[config.mk]
export PLATFORM = sky130hd
export DESIGN_NAME = dcache_maint_seq
export DESIGN_NICKNAME = d
export VERILOG_FILES = /design/src/rtl/dcm_pkg.sv /design/src/rtl/dcm_tag_array.sv /design/src/rtl/dcm_walker.sv /design/src/rtl/dcm_regs.sv /design/src/rtl/dcache_maint_seq.sv
export SDC_FILE = /design/constraint.sdc
export NUM_CORES = 1
export LEC_CHECK = 0
export BUFFER_PORTS_ARGS = -buffer_cell sky130_fd_sc_hd__buf_2
export CAP_MARGIN = 20
export CORE_MARGIN = 1.5
export CORE_UTILIZATION = 56
export CTS_CLUSTER_SIZE = 30
export DETAILED_ROUTE_END_ITERATION = 10
export PLACE_DENSITY = 0.86
export SYNTH_ARGS = -nofsm -noshare
export SYNTH_HDL_FRONTEND = slang
export SYNTH_SLANG_ARGS = --single-unit
export TNS_END_PERCENT = 50
[constraint.sdc]
create_clock -name clk -period 3 [get_ports clk]
set_input_delay 0.15 -clock clk [delete_from_list [all_inputs] [get_ports clk]]
set_output_delay 0.15 -clock clk [all_outputs]
set_load 0.05 [all_outputs]
[src/rtl/dcm_pkg.sv]
package dcm_pkg;

    typedef enum logic [2:0] {
        RSEL_CTRL       = 3'd0,
        RSEL_ENABLE     = 3'd1,
        RSEL_INV_ALL    = 3'd2,
        RSEL_FLUSH_ALL  = 3'd3,
        RSEL_INV_LINE   = 3'd4,
        RSEL_FLUSH_LINE = 3'd5,
        RSEL_BUILD      = 3'd6
    } reg_sel_e;

    localparam int CTRL_DIS_BIT   = 0;
    localparam int CTRL_IMODE_BIT = 6;
    localparam int CTRL_BUSY_BIT  = 8;

    typedef enum logic [1:0] {
        W_IDLE = 2'd0,
        W_SCAN = 2'd1,
        W_WB   = 2'd2
    } walk_state_e;

    typedef struct packed {
        logic whole;
        logic do_wb;
        logic do_inv;
    } op_kind_t;

    function automatic int line_bytes(input int len_field);
        return 16 << len_field;
    endfunction

endpackage

[src/rtl/dcm_tag_array.sv]
module dcm_tag_array #(
    parameter int SETS  = 8,
    parameter int TAG_W = 8,
    parameter int IDX_W = 3
) (
    input  logic             clk,
    input  logic             rst,
    input  logic             fill_we,
    input  logic [IDX_W-1:0] fill_idx,
    input  logic [TAG_W-1:0] fill_tag,
    input  logic             fill_dirty,
    input  logic [IDX_W-1:0] rd_idx,
    output logic             rd_valid,
    output logic             rd_dirty,
    output logic [TAG_W-1:0] rd_tag,
    input  logic [IDX_W-1:0] pr_idx,
    input  logic [TAG_W-1:0] pr_tag,
    output logic             pr_hit,
    output logic             pr_dirty,
    input  logic             upd_en,
    input  logic [IDX_W-1:0] upd_idx,
    input  logic             upd_clr_valid,
    input  logic             upd_clr_dirty
);
    logic [SETS-1:0]  vld;
    logic [SETS-1:0]  drt;
    logic [TAG_W-1:0] tg [SETS];
    logic [SETS-1:0]  pr_match;

    always_ff @(posedge clk) begin
        if (rst) begin
            vld <= '0;
            drt <= '0;
            for (int s = 0; s < SETS; s++) tg[s] <= '0;
        end else if (fill_we) begin
            vld[fill_idx] <= 1'b1;
            drt[fill_idx] <= fill_dirty;
            tg[fill_idx]  <= fill_tag;
        end else if (upd_en) begin
            if (upd_clr_valid) vld[upd_idx] <= 1'b0;
            if (upd_clr_dirty) drt[upd_idx] <= 1'b0;
        end
    end

    // per-set tag comparators for the probe path
    for (genvar s = 0; s < SETS; s++) begin : g_cmp
        assign pr_match[s] = vld[s] && (tg[s] == pr_tag);
    end

    assign rd_valid = vld[rd_idx];
    assign rd_dirty = drt[rd_idx];
    assign rd_tag   = tg[rd_idx];
    assign pr_hit   = pr_match[pr_idx];
    assign pr_dirty = pr_match[pr_idx] && drt[pr_idx];

endmodule

[src/rtl/dcm_walker.sv]
module dcm_walker
    import dcm_pkg::*;
#(
    parameter int ADDR_W = 16,
    parameter int SETS   = 8,
    parameter int IDX_W  = 3,
    parameter int TAG_W  = 8,
    parameter int OFF_W  = 5
) (
    input  logic              clk,
    input  logic              rst,
    input  logic              start,
    input  op_kind_t          kind,
    input  logic [IDX_W-1:0]  start_idx,
    input  logic [TAG_W-1:0]  start_tag,
    output logic [IDX_W-1:0]  rd_idx,
    input  logic              rd_valid,
    input  logic              rd_dirty,
    input  logic [TAG_W-1:0]  rd_tag,
    output logic              upd_en,
    output logic              upd_clr_valid,
    output logic              upd_clr_dirty,
    output logic              wb_valid,
    input  logic              wb_ready,
    output logic [ADDR_W-1:0] wb_addr,
    output logic              busy,
    output logic              flush_busy
);
    walk_state_e      state;
    op_kind_t         op;
    logic [IDX_W-1:0] idx;
    logic [TAG_W-1:0] cur_tag;
    logic             hit;
    logic             need_wb;
    logic             at_end;

    always_comb begin
        hit           = rd_valid && (op.whole || (rd_tag == cur_tag));
        need_wb       = hit && rd_dirty && op.do_wb;
        at_end        = !op.whole || (idx == IDX_W'(SETS - 1));
        upd_en        = 1'b0;
        upd_clr_valid = 1'b0;
        upd_clr_dirty = 1'b0;
        case (state)
            W_SCAN: begin
                if (hit && !need_wb && op.do_inv) begin
                    upd_en        = 1'b1;
                    upd_clr_valid = 1'b1;
                    upd_clr_dirty = 1'b1;
                end
            end
            W_WB: begin
                if (wb_ready) begin
                    upd_en        = 1'b1;
                    upd_clr_dirty = 1'b1;
                    upd_clr_valid = op.do_inv;
                end
            end
            default: ;
        endcase
    end

    always_ff @(posedge clk) begin
        if (rst) begin
            state   <= W_IDLE;
            op      <= '0;
            idx     <= '0;
            cur_tag <= '0;
        end else begin
            case (state)
                W_IDLE: begin
                    if (start) begin
                        op      <= kind;
                        idx     <= kind.whole ? '0 : start_idx;
                        cur_tag <= start_tag;
                        state   <= W_SCAN;
                    end
                end
                W_SCAN: begin
                    if (need_wb)     state <= W_WB;
                    else if (at_end) state <= W_IDLE;
                    else             idx   <= idx + 1'b1;
                end
                W_WB: begin
                    if (wb_ready) begin
                        if (at_end) state <= W_IDLE;
                        else begin
                            idx   <= idx + 1'b1;
                            state <= W_SCAN;
                        end
                    end
                end
                default: state <= W_IDLE;
            endcase
        end
    end

    assign rd_idx     = idx;
    assign wb_valid   = (state == W_WB);
    assign wb_addr    = {rd_tag, idx, {OFF_W{1'b0}}};
    assign busy       = (state != W_IDLE);
    assign flush_busy = busy && op.do_wb;

endmodule

[src/rtl/dcm_regs.sv]
module dcm_regs
    import dcm_pkg::*;
#(
    parameter int DATA_W    = 32,
    parameter int LEN_FIELD = 1
) (
    input  logic              clk,
    input  logic              rst,
    input  logic              req,
    input  logic              we,
    input  logic [2:0]        sel,
    input  logic              wbit_dis,
    input  logic              wbit_imode,
    input  logic              eng_busy,
    input  logic              flush_busy,
    output logic              ready,
    output logic [DATA_W-1:0] rdata,
    output logic              cache_dis,
    output logic              cache_imode,
    output logic              cmd_start,
    output op_kind_t          cmd_kind
);
    logic accept;

    assign ready  = !(we && eng_busy);
    assign accept = req && we && ready;

    always_ff @(posedge clk) begin
        if (rst) begin
            cache_dis   <= 1'b0;
            cache_imode <= 1'b0;
        end else if (accept) begin
            if (sel == RSEL_CTRL) begin
                cache_dis   <= wbit_dis;
                cache_imode <= wbit_imode;
            end else if (sel == RSEL_ENABLE) begin
                cache_dis   <= 1'b0;
                cache_imode <= 1'b0;
            end
        end
    end

    always_comb begin
        cmd_start = 1'b0;
        cmd_kind  = '0;
        if (accept) begin
            case (reg_sel_e'(sel))
                RSEL_INV_ALL: if (wbit_dis) begin
                    cmd_start = 1'b1;
                    cmd_kind  = '{whole: 1'b1, do_wb: cache_imode, do_inv: 1'b1};
                end
                RSEL_FLUSH_ALL: begin
                    cmd_start = 1'b1;
                    cmd_kind  = '{whole: 1'b1, do_wb: 1'b1, do_inv: 1'b0};
                end
                RSEL_INV_LINE: if (!cache_dis) begin
                    cmd_start = 1'b1;
                    cmd_kind  = '{whole: 1'b0, do_wb: cache_imode, do_inv: 1'b1};
                end
                RSEL_FLUSH_LINE: if (!cache_dis) begin
                    cmd_start = 1'b1;
                    cmd_kind  = '{whole: 1'b0, do_wb: 1'b1, do_inv: 1'b0};
                end
                default: ;
            endcase
        end
    end

    always_comb begin
        rdata = '0;
        case (reg_sel_e'(sel))
            RSEL_CTRL: begin
                rdata[CTRL_DIS_BIT]   = cache_dis;
                rdata[CTRL_IMODE_BIT] = cache_imode;
                rdata[CTRL_BUSY_BIT]  = flush_busy;
            end
            RSEL_BUILD: rdata[3:0] = 4'(LEN_FIELD);
            default: ;
        endcase
    end

endmodule

[src/rtl/dcache_maint_seq.sv]
module dcache_maint_seq
    import dcm_pkg::*;
#(
    parameter int ADDR_W    = 16,
    parameter int DATA_W    = 32,
    parameter int SETS      = 8,
    parameter int LEN_FIELD = 1
) (
    input  logic              clk,
    input  logic              rst,
    input  logic              reg_req,
    input  logic              reg_we,
    input  logic [2:0]        reg_sel,
    input  logic [DATA_W-1:0] reg_wdata,
    output logic              reg_ready,
    output logic [DATA_W-1:0] reg_rdata,
    input  logic              fill_en,
    input  logic [ADDR_W-1:0] fill_addr,
    input  logic              fill_dirty,
    input  logic [ADDR_W-1:0] probe_addr,
    output logic              probe_hit,
    output logic              probe_dirty,
    output logic              wb_valid,
    input  logic              wb_ready,
    output logic [ADDR_W-1:0] wb_addr
);
    localparam int LINE_B = line_bytes(LEN_FIELD);
    localparam int OFF_W  = $clog2(LINE_B);
    localparam int IDX_W  = $clog2(SETS);
    localparam int TAG_W  = ADDR_W - OFF_W - IDX_W;

    logic             eng_busy;
    logic             flush_busy;
    logic             cache_dis;
    logic             cache_imode;
    logic             cmd_start;
    op_kind_t         cmd_kind;
    logic [IDX_W-1:0] rd_idx;
    logic             rd_valid;
    logic             rd_dirty;
    logic [TAG_W-1:0] rd_tag;
    logic             upd_en;
    logic             upd_clr_valid;
    logic             upd_clr_dirty;
    logic             unused_bits;

    assign unused_bits = ^{reg_wdata, fill_addr[OFF_W-1:0], probe_addr[OFF_W-1:0]};

    dcm_regs #(
        .DATA_W    (DATA_W),
        .LEN_FIELD (LEN_FIELD)
    ) u_regs (
        .clk         (clk),
        .rst         (rst),
        .req         (reg_req),
        .we          (reg_we),
        .sel         (reg_sel),
        .wbit_dis    (reg_wdata[CTRL_DIS_BIT]),
        .wbit_imode  (reg_wdata[CTRL_IMODE_BIT]),
        .eng_busy    (eng_busy),
        .flush_busy  (flush_busy),
        .ready       (reg_ready),
        .rdata       (reg_rdata),
        .cache_dis   (cache_dis),
        .cache_imode (cache_imode),
        .cmd_start   (cmd_start),
        .cmd_kind    (cmd_kind)
    );

    dcm_walker #(
        .ADDR_W (ADDR_W),
        .SETS   (SETS),
        .IDX_W  (IDX_W),
        .TAG_W  (TAG_W),
        .OFF_W  (OFF_W)
    ) u_walk (
        .clk           (clk),
        .rst           (rst),
        .start         (cmd_start),
        .kind          (cmd_kind),
        .start_idx     (reg_wdata[OFF_W +: IDX_W]),
        .start_tag     (reg_wdata[ADDR_W-1 -: TAG_W]),
        .rd_idx        (rd_idx),
        .rd_valid      (rd_valid),
        .rd_dirty      (rd_dirty),
        .rd_tag        (rd_tag),
        .upd_en        (upd_en),
        .upd_clr_valid (upd_clr_valid),
        .upd_clr_dirty (upd_clr_dirty),
        .wb_valid      (wb_valid),
        .wb_ready      (wb_ready),
        .wb_addr       (wb_addr),
        .busy          (eng_busy),
        .flush_busy    (flush_busy)
    );

    dcm_tag_array #(
        .SETS  (SETS),
        .TAG_W (TAG_W),
        .IDX_W (IDX_W)
    ) u_tags (
        .clk           (clk),
        .rst           (rst),
        .fill_we       (fill_en && !eng_busy),
        .fill_idx      (fill_addr[OFF_W +: IDX_W]),
        .fill_tag      (fill_addr[ADDR_W-1 -: TAG_W]),
        .fill_dirty    (fill_dirty),
        .rd_idx        (rd_idx),
        .rd_valid      (rd_valid),
        .rd_dirty      (rd_dirty),
        .rd_tag        (rd_tag),
        .pr_idx        (probe_addr[OFF_W +: IDX_W]),
        .pr_tag        (probe_addr[ADDR_W-1 -: TAG_W]),
        .pr_hit        (probe_hit),
        .pr_dirty      (probe_dirty),
        .upd_en        (upd_en),
        .upd_idx       (rd_idx),
        .upd_clr_valid (upd_clr_valid),
        .upd_clr_dirty (upd_clr_dirty)
    );

endmodule

==> metrics.txt <==
routed wire length per instance 19.2 um; first-pass iteration count of the detailed router 5; setup TNS after final layout 0 ns; horizontal die dimension approximately 110 um; Req. time, crit path roughly 3.3 ns; FF+latch count, synth 101; final cycle utilization of the critical path 93.2%; sequential element share of the synthesized area between 40% and 50%; FF-to-FF path depth 8; final wirelength 15400 um; Hold Crit Class input port to register; Post-synth ARST share 0%; ant diodes 0; number of max-cap violations 0; FF+latch area around 2700 sq um; initial standard-cell utilization of the core between 50% and 60%; number of I/O port buffers about 60; clock tree buffer depth 2; cell with the largest stage delay on the worst path sky130_fd_sc_hd__mux4_2; core area roughly 11000 sq um; post-synthesis mux area share 10.6%; number of endpoints with negative hold slack in the final report 0; area of the mapped netlist about 6000 sq um; setup repair after global routing missed its margin no; number of top-level design ports approximately 130; total vias in the final route 4851; category of the critical setup timing path register to register; adder-cell share of the synthesized area under 10%; first-pass GRT wire length 23400 um; layout cell share with drive strength beyond 1 between 10% and 20%; Least-Margin Pin Slew roughly 0.85 ns; net count reported at finish around 740; run status complete, no violations; remaining antenna violation count 0; final critical-path required period approximately 2.8 ns; CTS tree yes; met1 Resource Use GR between 30% and 40%; power density over the cells between 500 and 600 nW/um^2; synthesized-area fraction occupied by xor and xnor cells around a tenth; type of element capturing the critical path register; Hold Path Stages 3; largest net degree at the start of global routing 24; peak supply drop just over 0.4 mV; GR Layer Usage met2 about 43%; die area ~12000 sq um; simple-gate portion of the synthesized area 18.0%; peak-usage layer in the global routing report met2; clock net sink count 101; root buf cell sky130_fd_sc_hd__clkbuf_8; number of buffers and inverters on the critical path 1; crit path max fanout 23; final-report setup violation count 0; vias in the first global route approximately 4500; family with the most delay on the worst path compound AO/OA/AOI/OAI gates; startpoint types register; first-iteration detailed-routing DRC count between 500 and 600; clock-pin slew on the worst setup and hold paths 0.11 ns; layout-stage area growth over the synthesis result 9.09%; GRT Overall Usage between 20% and 30%; routed vias/inst between 6 and 7; Detailed Place HPWL 11500 um; Finished Core Util roughly 62%; grt met3 use under 10%; remaining max-slew budget at the tightest pin a little over two fifths; post-synthesis compound-gate area fraction under 10%; number of core rows 38; Fillers around 830; worst-path cell chain buf_12, mux4_2, mux2i_1, xnor2_1, a2111o_1, o21a_2, o211ai_2, o311ai_1; clock skew between 0.01 and 0.015 ns; TritonCTS buffer count 9; multi-input logic area between 3000 and 4000 sq um; per-instance average area after synthesis 10.3 sq um; worst path arrival time around 3.1 ns; predominant post-synthesis flop cell sky130_fd_sc_hd__edfxtp_1; level count of the clock H-tree 3; final RePlAce weighted congestion between 0.8 and 0.9; Worst path depth 8; cell count after synthesis approximately 600; warning count from the yosys run 0; DRC violation count after routing 0; setup fix buffers added after clock tree synthesis 0; Congestion Overflow GR 0; overall power about 3.8 mW; static leakage roughly 2.7 nW; main combinational cell family by area after synthesis simple AND/OR/NAND/NOR gates; f_max about 360 MHz; Crit path largest cell delay 0.53 ns; initial antenna violation count 0; y dimension of the die roughly 110 um; Final Max Tran Viols 0; latest clock arrival within the worst-skew pair ~0.38 ns; EDFF count, synth 64; distinct cell type count after synthesis 54
==> worst paths after layout <==
path / from / to / slack (ns)
min: reg_wdata[15] / u_walk.cur_tag[7] / 0.008
max: register / u_tags.drt[1] / 0.20
max reg2reg: register / u_tags.drt[1] / 0.20
min reg2reg: u_tags.drt[0] / u_tags.drt[0] / 0.50
==> per-layer routing <==
metal  wire, um  vias to the layer above
met5          0                        -
li1           -                     2195
met2       7190                      321
met3       1530                       51
met1       6120                     2284
met4        538                        0
==> power by group <==
group	switching, mW	total, mW	internal [mW]
Combinational	0.837	1.29	0.455
Sequential	0.113	1.68	1.56
Clock	0.528	0.852	0.324
Total	1.48	3.82	2.34
==> worst reg2reg max path: stages, from the launching register on <==
cell and delay (ns):
sky130_fd_sc_hd__dfxtp_1 0.38, sky130_fd_sc_hd__buf_12 0.20, sky130_fd_sc_hd__mux4_2 0.54, sky130_fd_sc_hd__mux2i_1 0.25, sky130_fd_sc_hd__xnor2_1 0.10, sky130_fd_sc_hd__a2111o_1 0.41
sky130_fd_sc_hd__o21a_2 0.30, sky130_fd_sc_hd__o211ai_2 0.35, sky130_fd_sc_hd__o311ai_1 0.13
==> cell usage after synthesis, drive strengths merged, types with 5 or more instances <==
| cell | number | area share (%) |
|---|---|---|
| nor2 | 37 | 2.2 |
| buf | 41 | 4.9 |
| nor3 | 6 | 0.49 |
| ha | 6 | 1.2 |
| edfxtp | 64 | 31 |
| nand4 | 8 | 0.81 |
| and2 | 68 | 6.9 |
| and3 | 10 | 1.0 |
| dfxtp | 37 | 12 |
| clkbuf | 21 | 1.3 |
| nand3 | 14 | 1.1 |
| a21oi | 12 | 0.97 |
| nand2b | 7 | 0.71 |
| mux4 | 13 | 4.7 |
| nor2b | 9 | 0.91 |
| nor4 | 8 | 0.81 |
| mux2i | 33 | 5.5 |
| o21ai | 30 | 2.6 |
| o211ai | 9 | 1.2 |
| a22oi | 5 | 0.61 |
| inv | 16 | 0.97 |
| xor2 | 32 | 4.5 |
| a31oi | 6 | 0.61 |
| nand2 | 23 | 1.4 |
| a32oi | 5 | 0.71 |
| xnor2 | 39 | 5.5 |
==> kinds of logic (layout without fill, tap and decap cells) <==
| group | after synthesis | after routing |
|---|---|---|
| adders and majority gates | 6 | 6 |
| AOI/OAI and AO/OA | 90 | 90 |
| buffers and inverters | 78 | 110 |
| DFF | 101 | 101 |
| and+or+nand+nor | 203 | 203 |
| xor gates and xnor gates | 71 | 71 |
| muxes | 48 | 48 |
| other | 1 | 34 |
==> area by class of cell <==
type                            count  share of cell area (%)
Clock buffer                        9                    1.84
Clock inverter                      7                   0.983
Inverter                           16                   0.891
Multi-Input combinational cell    452                    47.5
Sequential cell                   101                    39.5
Tap cell                          140                    2.60
Timing Repair Buffer               78                    6.72
==> sequential cells by signal, indices dropped and copies added (netlist names), named ones only <==
| register | count |
|---|---|
| u_tags.tg | 64 |
| u_tags.vld | 8 |
| u_walk.op | 3 |
| u_walk.rd_idx | 3 |
| u_walk.state | 2 |
| u_regs.cache_dis | 1 |
| u_walk.cur_tag | 8 |
| u_regs.cache_imode | 1 |
| u_tags.drt | 8 |
==> placed cells by master, fill, tap and decap left out, types with 7 or more instances in the layout <==
master                     instances
sky130_fd_sc_hd__and2_1           68
sky130_fd_sc_hd__edfxtp_1         64
sky130_fd_sc_hd__buf_2            61
sky130_fd_sc_hd__xnor2_1          39
sky130_fd_sc_hd__nor2_1           37
sky130_fd_sc_hd__dfxtp_1          37
sky130_fd_sc_hd__conb_1           34
sky130_fd_sc_hd__mux2i_1          32
sky130_fd_sc_hd__xor2_1           32
sky130_fd_sc_hd__nand2_1          23
sky130_fd_sc_hd__o21ai_0          23
sky130_fd_sc_hd__inv_1            16
sky130_fd_sc_hd__nand3_1          14
sky130_fd_sc_hd__mux4_2           13
sky130_fd_sc_hd__buf_4            13
sky130_fd_sc_hd__a21oi_1          12
sky130_fd_sc_hd__and3_1           10
sky130_fd_sc_hd__nor2b_1           9
sky130_fd_sc_hd__clkbuf_8          9
sky130_fd_sc_hd__nor4_1            8
sky130_fd_sc_hd__nand4_1           8
sky130_fd_sc_hd__o211ai_1          8
sky130_fd_sc_hd__nand2b_1          7
==> per-stage QoR <==
stage	setup slack, ns	cells	cell area [sq um]	hold slack, ns
2_1_floorplan	0.532	631	6300	0.271
3_3_place_gp	0.291	784	6520	0.385
3_5_place_dp	0.250	784	6520	0.393
4_1_cts	0.239	803	6740	0.000135
5_1_grt	0.126	803	6740	0.0126
6_report	0.203	803	6740	0.00819
==> repair_timing <==
action | CTS | global route
gates resized for setup | 0 | 0
hold endpoints to repair | 3 | 0
hold buffers | 3 | 0
No activity file was read; power rests on OpenSTA's default activity.
